==> src/rtl/lea_pkg.sv <==
package lea_pkg;

    localparam int LEA_ADDR_W   = 24;
    localparam int LEA_NARROW_W = 16;
    localparam int LEA_DISP_W   = 8;
    localparam int LEA_OPC_W    = 8;
    localparam int LEA_COST_W   = 3;

    typedef enum logic [2:0] {
        DST_WP0 = 3'd0,
        DST_WP1 = 3'd1,
        DST_WP2 = 3'd2,
        DST_XR0 = 3'd3,
        DST_XR1 = 3'd4
    } dst_e;

    typedef enum logic {
        BASE_X = 1'b0,
        BASE_Y = 1'b1
    } base_e;

    typedef struct packed {
        logic  legal;
        base_e base;
        dst_e  dst;
    } dec_t;

    function automatic dec_t lea_decode_fn(input logic [LEA_OPC_W-1:0] op);
        dec_t d;
        d.legal = 1'b1;
        d.base  = BASE_X;
        d.dst   = DST_WP0;
        case (op)
            8'h02: begin d.base = BASE_X; d.dst = DST_WP0; end
            8'h12: begin d.base = BASE_X; d.dst = DST_WP1; end
            8'h22: begin d.base = BASE_X; d.dst = DST_WP2; end
            8'h32: begin d.base = BASE_X; d.dst = DST_XR0; end
            8'h55: begin d.base = BASE_X; d.dst = DST_XR1; end
            8'h03: begin d.base = BASE_Y; d.dst = DST_WP0; end
            8'h13: begin d.base = BASE_Y; d.dst = DST_WP1; end
            8'h23: begin d.base = BASE_Y; d.dst = DST_WP2; end
            8'h54: begin d.base = BASE_Y; d.dst = DST_XR0; end
            8'h33: begin d.base = BASE_Y; d.dst = DST_XR1; end
            default: d.legal = 1'b0;
        endcase
        return d;
    endfunction

endpackage

==> src/rtl/lea_decode.sv <==
module lea_decode
    import lea_pkg::*;
#(
    parameter int OPC_W = LEA_OPC_W
) (
    input  logic [OPC_W-1:0] opcode,
    output dec_t             dec
);
    always_comb begin
        dec = lea_decode_fn(opcode);
    end
endmodule

==> src/rtl/lea_width.sv <==
module lea_width #(
    parameter int COST_W    = 3,
    parameter int BASE_COST = 3,
    parameter int PFX_COST  = 1
) (
    input  logic              mode_wide,
    input  logic              pfx_vld,
    input  logic              pfx_wide,
    output logic              narrow,
    output logic [COST_W-1:0] cost
);
    localparam logic [COST_W-1:0] COST_PLAIN = COST_W'(BASE_COST);
    localparam logic [COST_W-1:0] COST_PFX   = COST_W'(BASE_COST + PFX_COST);

    always_comb begin
        if (pfx_vld) begin
            narrow = ~pfx_wide;
            cost   = COST_PFX;
        end else begin
            narrow = ~mode_wide;
            cost   = COST_PLAIN;
        end
    end
endmodule

==> src/rtl/lea_adder.sv <==
module lea_adder #(
    parameter int ADDR_W   = 24,
    parameter int NARROW_W = 16,
    parameter int DISP_W   = 8
) (
    input  logic [ADDR_W-1:0] base,
    input  logic [DISP_W-1:0] disp,
    input  logic              narrow,
    output logic [ADDR_W-1:0] sum
);
    localparam int EXT_W = ADDR_W - DISP_W;

    logic [ADDR_W-1:0] disp_ext;
    logic [ADDR_W-1:0] sum_full;

    assign disp_ext = {{EXT_W{disp[DISP_W-1]}}, disp};
    assign sum_full = base + disp_ext;

    generate
        if (ADDR_W > NARROW_W) begin : g_masked
            localparam int HI_W = ADDR_W - NARROW_W;
            assign sum = narrow ? {{HI_W{1'b0}}, sum_full[NARROW_W-1:0]} : sum_full;
        end else begin : g_plain
            logic unused_narrow;
            assign unused_narrow = narrow;
            assign sum = sum_full;
        end
    endgenerate
endmodule

==> src/rtl/lea_unit.sv <==
module lea_unit
    import lea_pkg::*;
#(
    parameter int ADDR_W    = LEA_ADDR_W,
    parameter int NARROW_W  = LEA_NARROW_W,
    parameter int DISP_W    = LEA_DISP_W,
    parameter int OPC_W     = LEA_OPC_W,
    parameter int COST_W    = LEA_COST_W,
    parameter int BASE_COST = 3,
    parameter int PFX_COST  = 1
) (
    input  logic              clk,
    input  logic              rst,
    input  logic              req_vld,
    input  logic [OPC_W-1:0]  opcode,
    input  logic [DISP_W-1:0] disp,
    input  logic              mode_wide,
    input  logic              pfx_vld,
    input  logic              pfx_wide,
    input  logic [ADDR_W-1:0] idx_x,
    input  logic [ADDR_W-1:0] idx_y,
    output logic              wr_en,
    output logic [2:0]        dst_sel,
    output logic [ADDR_W-1:0] result,
    output logic              illegal,
    output logic [COST_W-1:0] cyc_cost
);
    dec_t              dec;
    logic              narrow;
    logic [COST_W-1:0] cost;
    logic [ADDR_W-1:0] base_val;
    logic [ADDR_W-1:0] sum;

    lea_decode #(.OPC_W(OPC_W)) u_dec (
        .opcode (opcode),
        .dec    (dec)
    );

    lea_width #(
        .COST_W    (COST_W),
        .BASE_COST (BASE_COST),
        .PFX_COST  (PFX_COST)
    ) u_width (
        .mode_wide (mode_wide),
        .pfx_vld   (pfx_vld),
        .pfx_wide  (pfx_wide),
        .narrow    (narrow),
        .cost      (cost)
    );

    assign base_val = (dec.base == BASE_Y) ? idx_y : idx_x;

    lea_adder #(
        .ADDR_W   (ADDR_W),
        .NARROW_W (NARROW_W),
        .DISP_W   (DISP_W)
    ) u_add (
        .base   (base_val),
        .disp   (disp),
        .narrow (narrow),
        .sum    (sum)
    );

    always_ff @(posedge clk) begin
        if (rst) begin
            wr_en    <= 1'b0;
            illegal  <= 1'b0;
            dst_sel  <= '0;
            result   <= '0;
            cyc_cost <= '0;
        end else if (req_vld) begin
            wr_en    <= dec.legal;
            illegal  <= ~dec.legal;
            cyc_cost <= cost;
            if (dec.legal) begin
                dst_sel <= dec.dst;
                result  <= sum;
            end
        end else begin
            wr_en   <= 1'b0;
            illegal <= 1'b0;
        end
    end
endmodule

==> config.mk <==
export PLATFORM = sky130hd
export DESIGN_NAME = lea_unit
export DESIGN_NICKNAME = d
export VERILOG_FILES = /design/src/rtl/lea_pkg.sv /design/src/rtl/lea_decode.sv /design/src/rtl/lea_width.sv /design/src/rtl/lea_adder.sv /design/src/rtl/lea_unit.sv
export SDC_FILE = /design/constraint.sdc
export NUM_CORES = 1
export LEC_CHECK = 0
export CAP_MARGIN = 5
export CORE_MARGIN = 8
export CORE_UTILIZATION = 48
export DETAILED_ROUTE_END_ITERATION = 16
export HOLD_SLACK_MARGIN = 0.1
export PLACE_DENSITY = 0.88
export SYNTH_ARGS = -nofsm -noshare
export SYNTH_HDL_FRONTEND = slang
export SYNTH_SLANG_ARGS = --single-unit
==> constraint.sdc <==
create_clock -name clk -period 7.8 [get_ports clk]
set_input_delay 1.17 -clock clk [delete_from_list [all_inputs] [get_ports clk]]
set_output_delay 1.17 -clock clk [all_outputs]
set_load 0.05 [all_outputs]
==> results of run 1 <==
[per-layer routing]
metal	track usage	routed length, um	up-vias
li1	-	-	1346
met1	0.235	3370	1251
met2	0.344	3810	94
met3	0.0344	441	12
met4	0.0722	167	0
met5	0	0	-
[state kept, by name, summed over array words and instances (netlist names)]
name / count
result: 24
dst_sel: 3
cyc_cost: 2
illegal: 1
wr_en: 1
[cells by family (layout without fill, tap and decap cells)]
kind of cell,count (synthesis),after routing,synth area share
xor+xnor,22,22,0.0756
compound gates,89,89,0.224
flops,31,31,0.243
mux,26,26,0.114
simple gates,106,106,0.184
fa+ha+maj,24,24,0.121
buf+inv,24,119,0.0388
[synthesized netlist by cell type (2+ instances only)]
master and n:
sky130_fd_sc_hd__a31oi_1 4, sky130_fd_sc_hd__clkbuf_1 10, sky130_fd_sc_hd__xnor2_1 11, sky130_fd_sc_hd__a211oi_1 7, sky130_fd_sc_hd__nor4bb_1 2, sky130_fd_sc_hd__nor2b_1 3, sky130_fd_sc_hd__nor3b_1 2, sky130_fd_sc_hd__nand2_1 54
sky130_fd_sc_hd__nor2_1 22, sky130_fd_sc_hd__nor3_1 6, sky130_fd_sc_hd__buf_2 4, sky130_fd_sc_hd__o21a_1 6, sky130_fd_sc_hd__dfxtp_1 31, sky130_fd_sc_hd__inv_1 9, sky130_fd_sc_hd__ha_1 23, sky130_fd_sc_hd__nand3_1 7
sky130_fd_sc_hd__nand4_1 8, sky130_fd_sc_hd__xor2_1 11, sky130_fd_sc_hd__o21ai_0 13, sky130_fd_sc_hd__a21o_1 3, sky130_fd_sc_hd__mux2i_1 2, sky130_fd_sc_hd__a22o_1 3, sky130_fd_sc_hd__a21oi_1 36, sky130_fd_sc_hd__mux2_2 24
sky130_fd_sc_hd__o21ai_2 2
[cell usage in the layout (no fill, tap or decap), drive strengths merged, types with 2 or more instances in the layout]
cell type	netlist	final
clkdlybuf4s50	0	101
nand2	54	54
a21oi	36	36
dfxtp	31	31
mux2	24	24
ha	23	23
nor2	22	22
o21ai	16	16
xor2	11	11
xnor2	11	11
inv	9	9
nand4	8	8
nand3	7	7
a211oi	7	7
nor3	6	6
o21a	6	6
clkbuf	10	6
a31oi	4	4
nor2b	3	3
a21o	3	3
a22o	3	3
nor4bb	2	2
nor3b	2	2
mux2i	2	2
a21boi	2	2
o31ai	2	2
[worst reg2reg max path, delay by kind of cell (launching register included)]
kind | cells | cell delay, ns
AOI/OAI and AO/OA | 1 | 0.24
and+or+nand+nor | 1 | 0.05
DFF | 1 | 0.34
[metrics by stage]
| stage | cell area [um^2] | cells |
|---|---|---|
| after global placement | 3590 | 479 |
| after floorplan | 2550 | 322 |
| after detailed placement | 3590 | 479 |
| final | 3710 | 487 |
| after global routing | 3710 | 487 |
| after CTS | 3710 | 487 |
[how the worst min path moves through the flow]
stage | end | cells after the start | slack [ns] | start
2_1_floorplan | result[19] | 2 | 0.66 | result[19]
3_3_place_gp | result[12] | 2 | 0.44 | result[12]
3_5_place_dp | result[3] | 2 | 0.44 | result[3]
4_1_cts | result[3] | 2 | 0.45 | result[3]
5_1_grt | dst_sel[1] | 2 | 0.48 | dst_sel[1]
6_report | result[9] | 2 | 0.45 | result[9]
[power by group]
part	switching (W)	internal, W	total [W]
logic	0.0000936	0.0000880	0.000182
clock network	0.0000614	0.000103	0.000165
registers	0.00000124	0.000161	0.000162
[layout make-up]
type | count | area (um^2)
fill | 396 | 1400
sequential | 31 | 621
multi-input combinational | 267 | 1830
tap | 70 | 87.6
clock buffer | 6 | 82.6
timing repair buffer | 102 | 1020
inverter | 9 | 33.8
clock inverter | 2 | 35.0
==> reports/summary.txt, run 1 <==
===============================================================================================
Most used flip-flop cell after synthesis ......................................... sky130_fd_sc_hd__dfxtp_1
Standard cell with the maximum stage delay on the critical path .................. sky130_fd_sc_hd__nor4bb_1
Cells traversed along the worst timing path ...................................... clkdlybuf4s50_1, nor4bb_1, nand3_1, o21ai_2, buf_4, mux2_2, ha_1, inv_1, fa_1, nor2b_1, o21bai_1, a31oi_1, a31oi_1, o41ai_1, xnor2_1, o21ai_0
Total power ......................................................................   0.000508 W
Headroom to the max-slew limit ...................................................        0.458
Arrival time of the worst setup path .............................................      5.20 ns
Worst path most repeated cell .................................................... sky130_fd_sc_hd__a31oi_1
Area of the core ................................................................. 0.00511 mm^2
Number of maximum-capacitance violations .........................................            0
Initial drt markers ..............................................................          120
Width of the chip ................................................................      88.9 um
Final hold slack .................................................................     0.452 ns
Area growth from synthesis to layout .............................................        45.4%
Starting density of the core .....................................................        0.499
RR Endpoint ......................................................................    result[7]
Sum of routed wire length over all layers ........................................      7790 um
Library cell used as clock root buffer ........................................... sky130_fd_sc_hd__clkbuf_8
Clock input transition at the sequential cells of the worst setup and hold paths .      0.07 ns
Proportion of layout cells with a drive suffix above 1 ...........................       0.0887
Worst Max-Slew Pin Slew ..........................................................     0.811 ns
Number of buffers added by the clock tree synthesis step .........................            5
Share of the yosys chip area belonging to registers ..............................        0.243
Setup slack of the worst register-to-register path ...............................      7.06 ns
Pre-antenna DRT Iters ............................................................            4
Maximum cell stage delay along the critical path .................................      0.50 ns
Final clock period utilization by the worst path .................................        0.645
# setup viols final ..............................................................            0
Number of different library cells in the post-synthesis netlist ..................           44
Boundary Pins ....................................................................          102
Maximum resistive drop on vdd ....................................................    0.0872 mV
Number of synthesized register bits ..............................................           31
Routed via count divided by cell count ...........................................         5.55
Run status ....................................................................... finished, final reports clean
Post-layout nets .................................................................          510
Total global routing track utilization ...........................................        0.198
Detail-routed net length per standard cell .......................................      16.0 um
Number of max-slew violations in the final report ................................            0
Count of vias placed by the detailed router ......................................         2703
Total Die Area ................................................................... 0.00790 mm^2
Share of the synthesized area in the top cell type ...............................        0.243
Final critical-path required period ..............................................      5.03 ns
Finished Core Util ...............................................................        0.726
Count of final hold-check violations .............................................            0
Post-detailed-route count of antenna-violating nets ..............................            0
Post-synthesis net count .........................................................          416
Worst slack at placement .........................................................      2.60 ns
Global-route wire length before repair ...........................................     12400 um
DPL Wire Length ..................................................................      6270 um
Sum of buffers and inverters on the critical path ................................            3
Gr ovfl total ....................................................................            0
TritonCTS clock tree .............................................................          yes
Mean Syn Cell Area ...............................................................    7.92 um^2
Number of buffers inserted by hold repair at cts .................................            0
Power per cell area ..............................................................  137 mW/mm^2
Unrepaired setup endpoints after global routing ..................................        false
H-tree Lvls ......................................................................            2
Floorplan die height .............................................................      88.9 um
Via count of the first global-routing pass .......................................         2668
Endpoint required time on the critical path ......................................      7.96 ns
Setup Crit Path Kind ............................................................. input port to flop
Gate family responsible for the most delay along the worst path .................. compound AO/OA/AOI/OAI gates
Setup crit start .................................................................    opcode[5]
Sum of negative setup slack ......................................................         0 ns
Async set-or-reset flop fraction in the synthesized netlist ......................            0
Element type at the critical path start ..........................................   input port
Maximum operating frequency ......................................................      199 MHz
CP Depth .........................................................................           16
Number of enable-type register cells in the synthesized netlist ..................            0
Post-synthesis cell count ........................................................          322
Critical Path Sink ...............................................................   result[18]
Source of the worst register-to-register timing path .............................    result[7]
Area of the mapped netlist ....................................................... 0.00255 mm^2
Ant diodes .......................................................................            0
Number of clock sinks seen by CTS ................................................           31
CTS resizes ......................................................................            0
Number of design rule violations left after detail routing .......................            0
Reg2reg path depth ...............................................................            2
Worst Path Max Fanout ............................................................           24
Leading cell types by total area after synthesis ................................. sky130_fd_sc_hd__dfxtp_1, sky130_fd_sc_hd__ha_1, sky130_fd_sc_hd__mux2_2
Core Rows ........................................................................           26
Synth warnings ...................................................................            0
Largest net degree at the start of global routing ................................           25
Worst hold path type ............................................................. flop to flop
Antenna violations before repair .................................................            0
Final GP Congestion ..............................................................        0.900
Area leader, netlist ............................................................. sky130_fd_sc_hd__dfxtp_1
Clock Latency Late Sink ..........................................................      0.28 ns
Clock Tree Buf Depth .............................................................            2
Worst clock skew .................................................................         0 ns
P_leak ...........................................................................      1.40 nW
Minimum setup slack in the final design ..........................................      2.77 ns
Sort of element at the end of the critical path ..................................         flop
# port buffers ...................................................................          101
Total setup buffers inserted after CTS ...........................................            0
===============================================================================================
No activity file was read; power rests on OpenSTA's default activity.
==> run 2, diff against run 1 <==
- CORE_UTILIZATION: 48 -> 44
- PLACE_DENSITY: 0.88 -> 0.81
- clock period: 7.8 -> 4.8 ns (I/O delays scaled with it)
==> run 2 against run 1 <==
Net effect: sequential cell count is the same; clock power up 62%; final cell count increased by 1.4%; sequential share of layout area is 0.23 points lower; largest cell class unchanged; highest routed layer unchanged; combinational power is 64% higher; register-to-register slack got worse by 3.0 ns; via count decreased by 1.2%; cell area increased by 1.4%; critical endpoint is now result[22]; setup slack worse by 2.4 ns; first-iteration DRC count rose by 17%; worst hold slack better by 0.0027 ns.
==> reports/summary.txt, run 2 (synthesis results as in run 1) <==
===============================================================================================
DPL Wire Length ..................................................................      6300 um
Arrival time of the worst setup path .............................................      4.64 ns
Starting density of the core .....................................................        0.460
Sort of element at the end of the critical path ..................................         flop
Count of vias placed by the detailed router ......................................         2671
Final clock period utilization by the worst path .................................        0.934
Non-filler instance count after layout ...........................................          494
Boundary Pins ....................................................................          102
Minimum setup slack in the final design ..........................................     0.316 ns
Proportion of layout cells with a drive suffix above 1 ...........................       0.0995
Total Die Area ................................................................... 0.00849 mm^2
Cell count after placement .......................................................          486
Gate family responsible for the most delay along the worst path .................. compound AO/OA/AOI/OAI gates
Power per cell area ..............................................................  220 mW/mm^2
Gr ovfl total ....................................................................            0
Sum of negative setup slack ......................................................         0 ns
Ant diodes .......................................................................            0
Standard cell with the maximum stage delay on the critical path .................. sky130_fd_sc_hd__nor4bb_1
Run status ....................................................................... finished, final reports clean
Setup Crit Path Kind ............................................................. input port to flop
Endpoint required time on the critical path ......................................      4.96 ns
Library cell used as clock root buffer ........................................... sky130_fd_sc_hd__clkbuf_8
Sum of buffers and inverters on the critical path ................................            2
Clock Tree Buf Depth .............................................................            2
Worst clock skew .................................................................         0 ns
Routed via count divided by cell count ...........................................         5.41
Footprint of the multi-input gates ............................................... 0.00183 mm^2
Element type at the critical path start ..........................................   input port
Sum of routed wire length over all layers ........................................      7710 um
Detail-routed net length per standard cell .......................................      15.6 um
Worst path most repeated cell .................................................... sky130_fd_sc_hd__o21ai_0
Clock input transition at the sequential cells of the worst setup and hold paths .      0.06 ns
Via count of the first global-routing pass .......................................         2646
Pre-antenna DRT Iters ............................................................            4
Floorplan die height .............................................................      92.1 um
Area of the core ................................................................. 0.00554 mm^2
Maximum operating frequency ......................................................      223 MHz
Core Rows ........................................................................           27
TritonCTS clock tree .............................................................          yes
Largest register by flop count ...................................................       result
Width of the chip ................................................................      92.1 um
Total global routing track utilization ...........................................        0.183
Initial drt markers ..............................................................          140
Final GP Congestion ..............................................................        0.861
CP Depth .........................................................................           14
Leading cell type in the layout, fill and taps excluded .......................... sky130_fd_sc_hd__clkdlybuf4s50_1
Worst slack at placement .........................................................     0.104 ns
Number of maximum-capacitance violations .........................................            0
Final critical-path required period ..............................................      4.48 ns
Maximum resistive drop on vdd ....................................................     0.139 mV
# port buffers ...................................................................          101
Area growth from synthesis to layout .............................................        47.5%
# setup viols final ..............................................................            0
Source of the worst register-to-register timing path .............................    result[7]
Number of clock sinks seen by CTS ................................................           31
Fillers ..........................................................................          477
Maximum cell stage delay along the critical path .................................      0.53 ns
Finished Core Util ...............................................................        0.679
Reg2reg path depth ...............................................................            2
Commonest non-fill, non-tap cells in the layout .................................. sky130_fd_sc_hd__clkdlybuf4s50_1, sky130_fd_sc_hd__nand2_1, sky130_fd_sc_hd__a21oi_1, sky130_fd_sc_hd__dfxtp_1, sky130_fd_sc_hd__mux2_2
Worst hold path type ............................................................. flop to flop
Number of buffers inserted by hold repair at cts .................................            0
RR Endpoint ......................................................................    result[7]
Flip-flop count of the largest register after layout .............................           24
Post-layout nets .................................................................          515
Headroom to the max-slew limit ...................................................        0.454
Number of max-slew violations in the final report ................................            0
P_leak ...........................................................................      1.42 nW
Largest net degree at the start of global routing ................................           25
Top flop regs .................................................................... result (24), dst_sel (3), cyc_cost (2)
Number of design rule violations left after detail routing .......................            0
Cells traversed along the worst timing path ...................................... clkdlybuf4s50_1, nor4bb_1, nand3_1, o21ai_2, buf_12, mux2_2, ha_1, a21oi_1, o21ai_0, a221oi_1, o211ai_1, nor3_1, xor2_1, o21ai_0
Sequential cell area in the final layout .........................................     621 um^2
Setup crit start .................................................................    opcode[2]
Count of final hold-check violations .............................................            0
CTS resizes ......................................................................            0
Number of buffers added by the clock tree synthesis step .........................            5
H-tree Lvls ......................................................................            2
Setup slack of the worst register-to-register path ...............................      4.08 ns
Unrepaired setup endpoints after global routing ..................................        false
Worst Path Max Fanout ............................................................           24
Clock Latency Late Sink ..........................................................      0.28 ns
Post-detailed-route count of antenna-violating nets ..............................            0
Critical Path Sink ...............................................................   result[22]
Global-route wire length before repair ...........................................     13000 um
Total setup buffers inserted after CTS ...........................................            0
Worst Max-Slew Pin Slew ..........................................................     0.816 ns
Antenna violations before repair .................................................            0
===============================================================================================
[run 2: cell count changes in the layout (fill, tap and decap cells not counted)]
cell and delta:
sky130_fd_sc_hd__buf_4 +4, sky130_fd_sc_hd__buf_12 +1
[run 2: stage by stage]
step                hold slack (ns)  total power, W  area (um^2)
floorplan                     0.663        0.000453         2550
global placement              0.438        0.000560         3640
detailed placement            0.447        0.000564         3640
CTS                           0.456        0.000832         3760
global route                  0.481        0.000877         3760
finish                        0.454        0.000829         3760
[run 2: routing by layer]
layer | up-vias | part of all wire | track usage
li1 | 1358 | - | -
met1 | 1227 | 0.44 | 0.218
met2 | 79 | 0.50 | 0.322
met3 | 7 | 0.054 | 0.0375
met4 | 0 | 0.013 | 0.0523
met5 | - | 0 | 0
[run 2: worst min-delay path by stage]
stage | startpoint | endpoint | slack [ns] | cells after the start
5_1_grt | result[9] | result[9] | 0.48 | 2
3_3_place_gp | result[19] | result[19] | 0.44 | 2
6_report | result[0] | result[0] | 0.45 | 2
4_1_cts | result[0] | result[0] | 0.46 | 2
3_5_place_dp | result[6] | result[6] | 0.45 | 2
2_1_floorplan | result[19] | result[19] | 0.66 | 2
[run 2: where the power goes]
group / internal [W] / switching, W / total [W] / leakage, nW
sequential: 0.000261 / 0.00000194 / 0.000263 / 0.251
clock: 0.000168 / 0.000100 / 0.000268 / 0.0612
combinational: 0.000147 / 0.000151 / 0.000298 / 1.11
[run 2: final cells by class]
class / count / area share
Multi-Input combinational cell: 267 / 0.487
Inverter: 9 / 0.00898
Timing Repair Buffer: 107 / 0.284
Sequential cell: 31 / 0.165
Clock inverter: 2 / 0.00931
Clock buffer: 6 / 0.0220
Tap cell: 72 / 0.0240
[run 2: tightest hold or removal path: stages, from the launching register on]
cell,delay (ns)
sky130_fd_sc_hd__dfxtp_1,0.31
sky130_fd_sc_hd__nand2_1,0.05
sky130_fd_sc_hd__a21oi_1,0.05
==> run 3, diff against run 2 <==
- CORE_UTILIZATION: 44 -> 48
- CTS_CLUSTER_SIZE: unset -> 20
- PLACE_DENSITY: 0.81 -> 0.88
- SETUP_SLACK_MARGIN: unset -> 0.3
- clock period: 4.8 -> 5.2 ns (I/O delays scaled with it)
==> run 3 against run 2 <==
Net effect: worst hold slack lost 0.0015 ns; sequential share of layout area increased by 0.18 points; via count up 1.6%; clock power is 9.3% lower; core utilization is 5.0 points higher; first-iteration DRC count decreased by 8.6%; sequential power shrank 7.6%; critical endpoint unchanged.
==> reports/summary.txt, run 3 (synthesis results as in run 1) <==
===============================================================================================
Number of maximum-capacitance violations .........................................            0
Total global routing track utilization ...........................................        0.198
Setup slack of the worst register-to-register path ...............................      4.50 ns
Gr ovfl total ....................................................................            0
RR Endpoint ......................................................................    result[1]
Clock Tree Buf Depth .............................................................            2
Count of vias placed by the detailed router ......................................         2713
Area growth from synthesis to layout .............................................        45.9%
Largest net degree at the start of global routing ................................           25
Fillers ..........................................................................          409
# port buffers ...................................................................          101
Top flop regs .................................................................... result (24), dst_sel (3), cyc_cost (2)
Worst hold path type ............................................................. flop to flop
P_leak ...........................................................................      1.40 nW
Setup Crit Path Kind ............................................................. input port to flop
Ant diodes .......................................................................            0
Flip-flop count of the largest register after layout .............................           24
Arrival time of the worst setup path .............................................      4.71 ns
Post-detailed-route count of antenna-violating nets ..............................            0
Worst Path Max Fanout ............................................................           24
Final clock period utilization by the worst path .................................        0.874
Non-filler instance count after layout ...........................................          487
# setup viols final ..............................................................            0
Count of final hold-check violations .............................................            0
Routed via count divided by cell count ...........................................         5.57
Total Die Area ................................................................... 0.00790 mm^2
Min-Delay Startpoint .............................................................    result[6]
Power per cell area ..............................................................  204 mW/mm^2
Maximum operating frequency ......................................................      220 MHz
Sum of negative setup slack ......................................................         0 ns
Sort of element at the end of the critical path ..................................         flop
Width of the chip ................................................................      88.9 um
Floorplan die height .............................................................      88.9 um
Sum of routed wire length over all layers ........................................      7710 um
Area of the core ................................................................. 0.00511 mm^2
Leading cell type in the layout, fill and taps excluded .......................... sky130_fd_sc_hd__clkdlybuf4s50_1
Number of buffers inserted by hold repair at cts .................................            0
Hold endpoint ....................................................................    result[6]
Element type at the critical path start ..........................................   input port
Total setup buffers inserted after CTS ...........................................            0
Detail-routed net length per standard cell .......................................      15.8 um
Source of the worst register-to-register timing path .............................    result[1]
Cell count after placement .......................................................          479
CTS resizes ......................................................................            0
Core Rows ........................................................................           26
Via count of the first global-routing pass .......................................         2746
Number of clock sinks seen by CTS ................................................           31
Clock Latency Late Sink ..........................................................      0.28 ns
Library cell used as clock root buffer ........................................... sky130_fd_sc_hd__clkbuf_8
DPL Wire Length ..................................................................      6300 um
Reg2reg path depth ...............................................................            2
Endpoint required time on the critical path ......................................      5.36 ns
Run status ....................................................................... finished, final reports clean
Number of buffers added by the clock tree synthesis step .........................            5
H-tree Lvls ......................................................................            2
Antenna violations before repair .................................................            0
Worst Hold Path Cells ............................................................            2
Worst Max-Slew Pin Slew ..........................................................     0.783 ns
Initial drt markers ..............................................................          128
Headroom to the max-slew limit ...................................................        0.477
Final critical-path required period ..............................................      4.55 ns
Boundary Pins ....................................................................          102
Proportion of layout cells with a drive suffix above 1 ...........................       0.0887
Unrepaired setup endpoints after global routing ..................................        false
Clock input transition at the sequential cells of the worst setup and hold paths .      0.06 ns
TritonCTS clock tree .............................................................          yes
Largest register by flop count ...................................................       result
Pre-antenna DRT Iters ............................................................            4
Starting density of the core .....................................................        0.499
Final GP Congestion ..............................................................        0.896
Number of max-slew violations in the final report ................................            0
Number of design rule violations left after detail routing .......................            0
Maximum resistive drop on vdd ....................................................     0.117 mV
Post-layout nets .................................................................          510
Commonest non-fill, non-tap cells in the layout .................................. sky130_fd_sc_hd__clkdlybuf4s50_1, sky130_fd_sc_hd__nand2_1, sky130_fd_sc_hd__a21oi_1, sky130_fd_sc_hd__dfxtp_1, sky130_fd_sc_hd__mux2_2
Worst clock skew .................................................................         0 ns
Global-route wire length before repair ...........................................     12600 um
===============================================================================================
[run 3: cell types whose count changed in the layout (fill, tap and decap cells not counted), sizes merged]
| cell | previous run | this run |
|---|---|---|
| buf | 6 | 1 |
[run 3: layout make-up]
class                      count  area, um^2  area share
sequential                    31         621       0.167
inverter                       9        33.8     0.00908
clock buffer                   6        82.6      0.0222
timing repair buffer         102        1030       0.277
clock inverter                 2        35.0     0.00941
tap                           70        87.6      0.0235
multi-input combinational    267        1830       0.492
[run 3: per-layer routing]
metal | GRT usage | share of wire | routed length, um
met2 | 0.332 | 0.49 | 3740
met1 | 0.237 | 0.42 | 3260
met3 | 0.0409 | 0.065 | 502
met4 | 0.0876 | 0.025 | 194
met5 | 0 | 0 | 0
[run 3: worst max path at each step]
stage / from / to / slack (ns) / depth (start not counted)
after detailed placement: opcode[2] / result[17] / 0.51 / 14
after floorplan: opcode[5] / result[23] / 1.16 / 13
after global placement: opcode[2] / result[22] / 0.58 / 14
after global routing: opcode[1] / result[22] / 0.44 / 14
after CTS: opcode[2] / result[17] / 0.77 / 14
final: opcode[2] / result[22] / 0.65 / 14
[run 3: worst max-delay path, cell delays in order]
cell,delay (ns)
sky130_fd_sc_hd__clkdlybuf4s50_1,0.49
sky130_fd_sc_hd__nor4bb_1,0.47
sky130_fd_sc_hd__nand3_1,0.18
sky130_fd_sc_hd__o21ai_2,0.20
sky130_fd_sc_hd__buf_12,0.20
sky130_fd_sc_hd__mux2_2,0.35
sky130_fd_sc_hd__ha_1,0.39
sky130_fd_sc_hd__a21oi_1,0.28
sky130_fd_sc_hd__nand2_1,0.10
sky130_fd_sc_hd__a221oi_1,0.53
sky130_fd_sc_hd__o211ai_1,0.19
sky130_fd_sc_hd__nor3_1,0.28
sky130_fd_sc_hd__xor2_1,0.18
sky130_fd_sc_hd__o21ai_0,0.08
[run 3: stage by stage]
stage	total power (W)	worst slack [ns]	util	hold slack, ns	instance area [um^2]
3_5_place_dp	0.000516	0.505	0.706	0.444	3600
3_3_place_gp	0.000510	0.577	0.706	0.438	3600
4_1_cts	0.000760	0.767	0.729	0.453	3720
5_1_grt	0.000800	0.438	0.729	0.474	3720
2_1_floorplan	0.000418	1.16	-	0.663	2550
6_report	0.000759	0.654	0.729	0.453	3720
[run 3: report_power, final]
part	switching [W]	internal, W
logic	0.000140	0.000132
registers	0.00000187	0.000241
clock network	0.0000886	0.000155
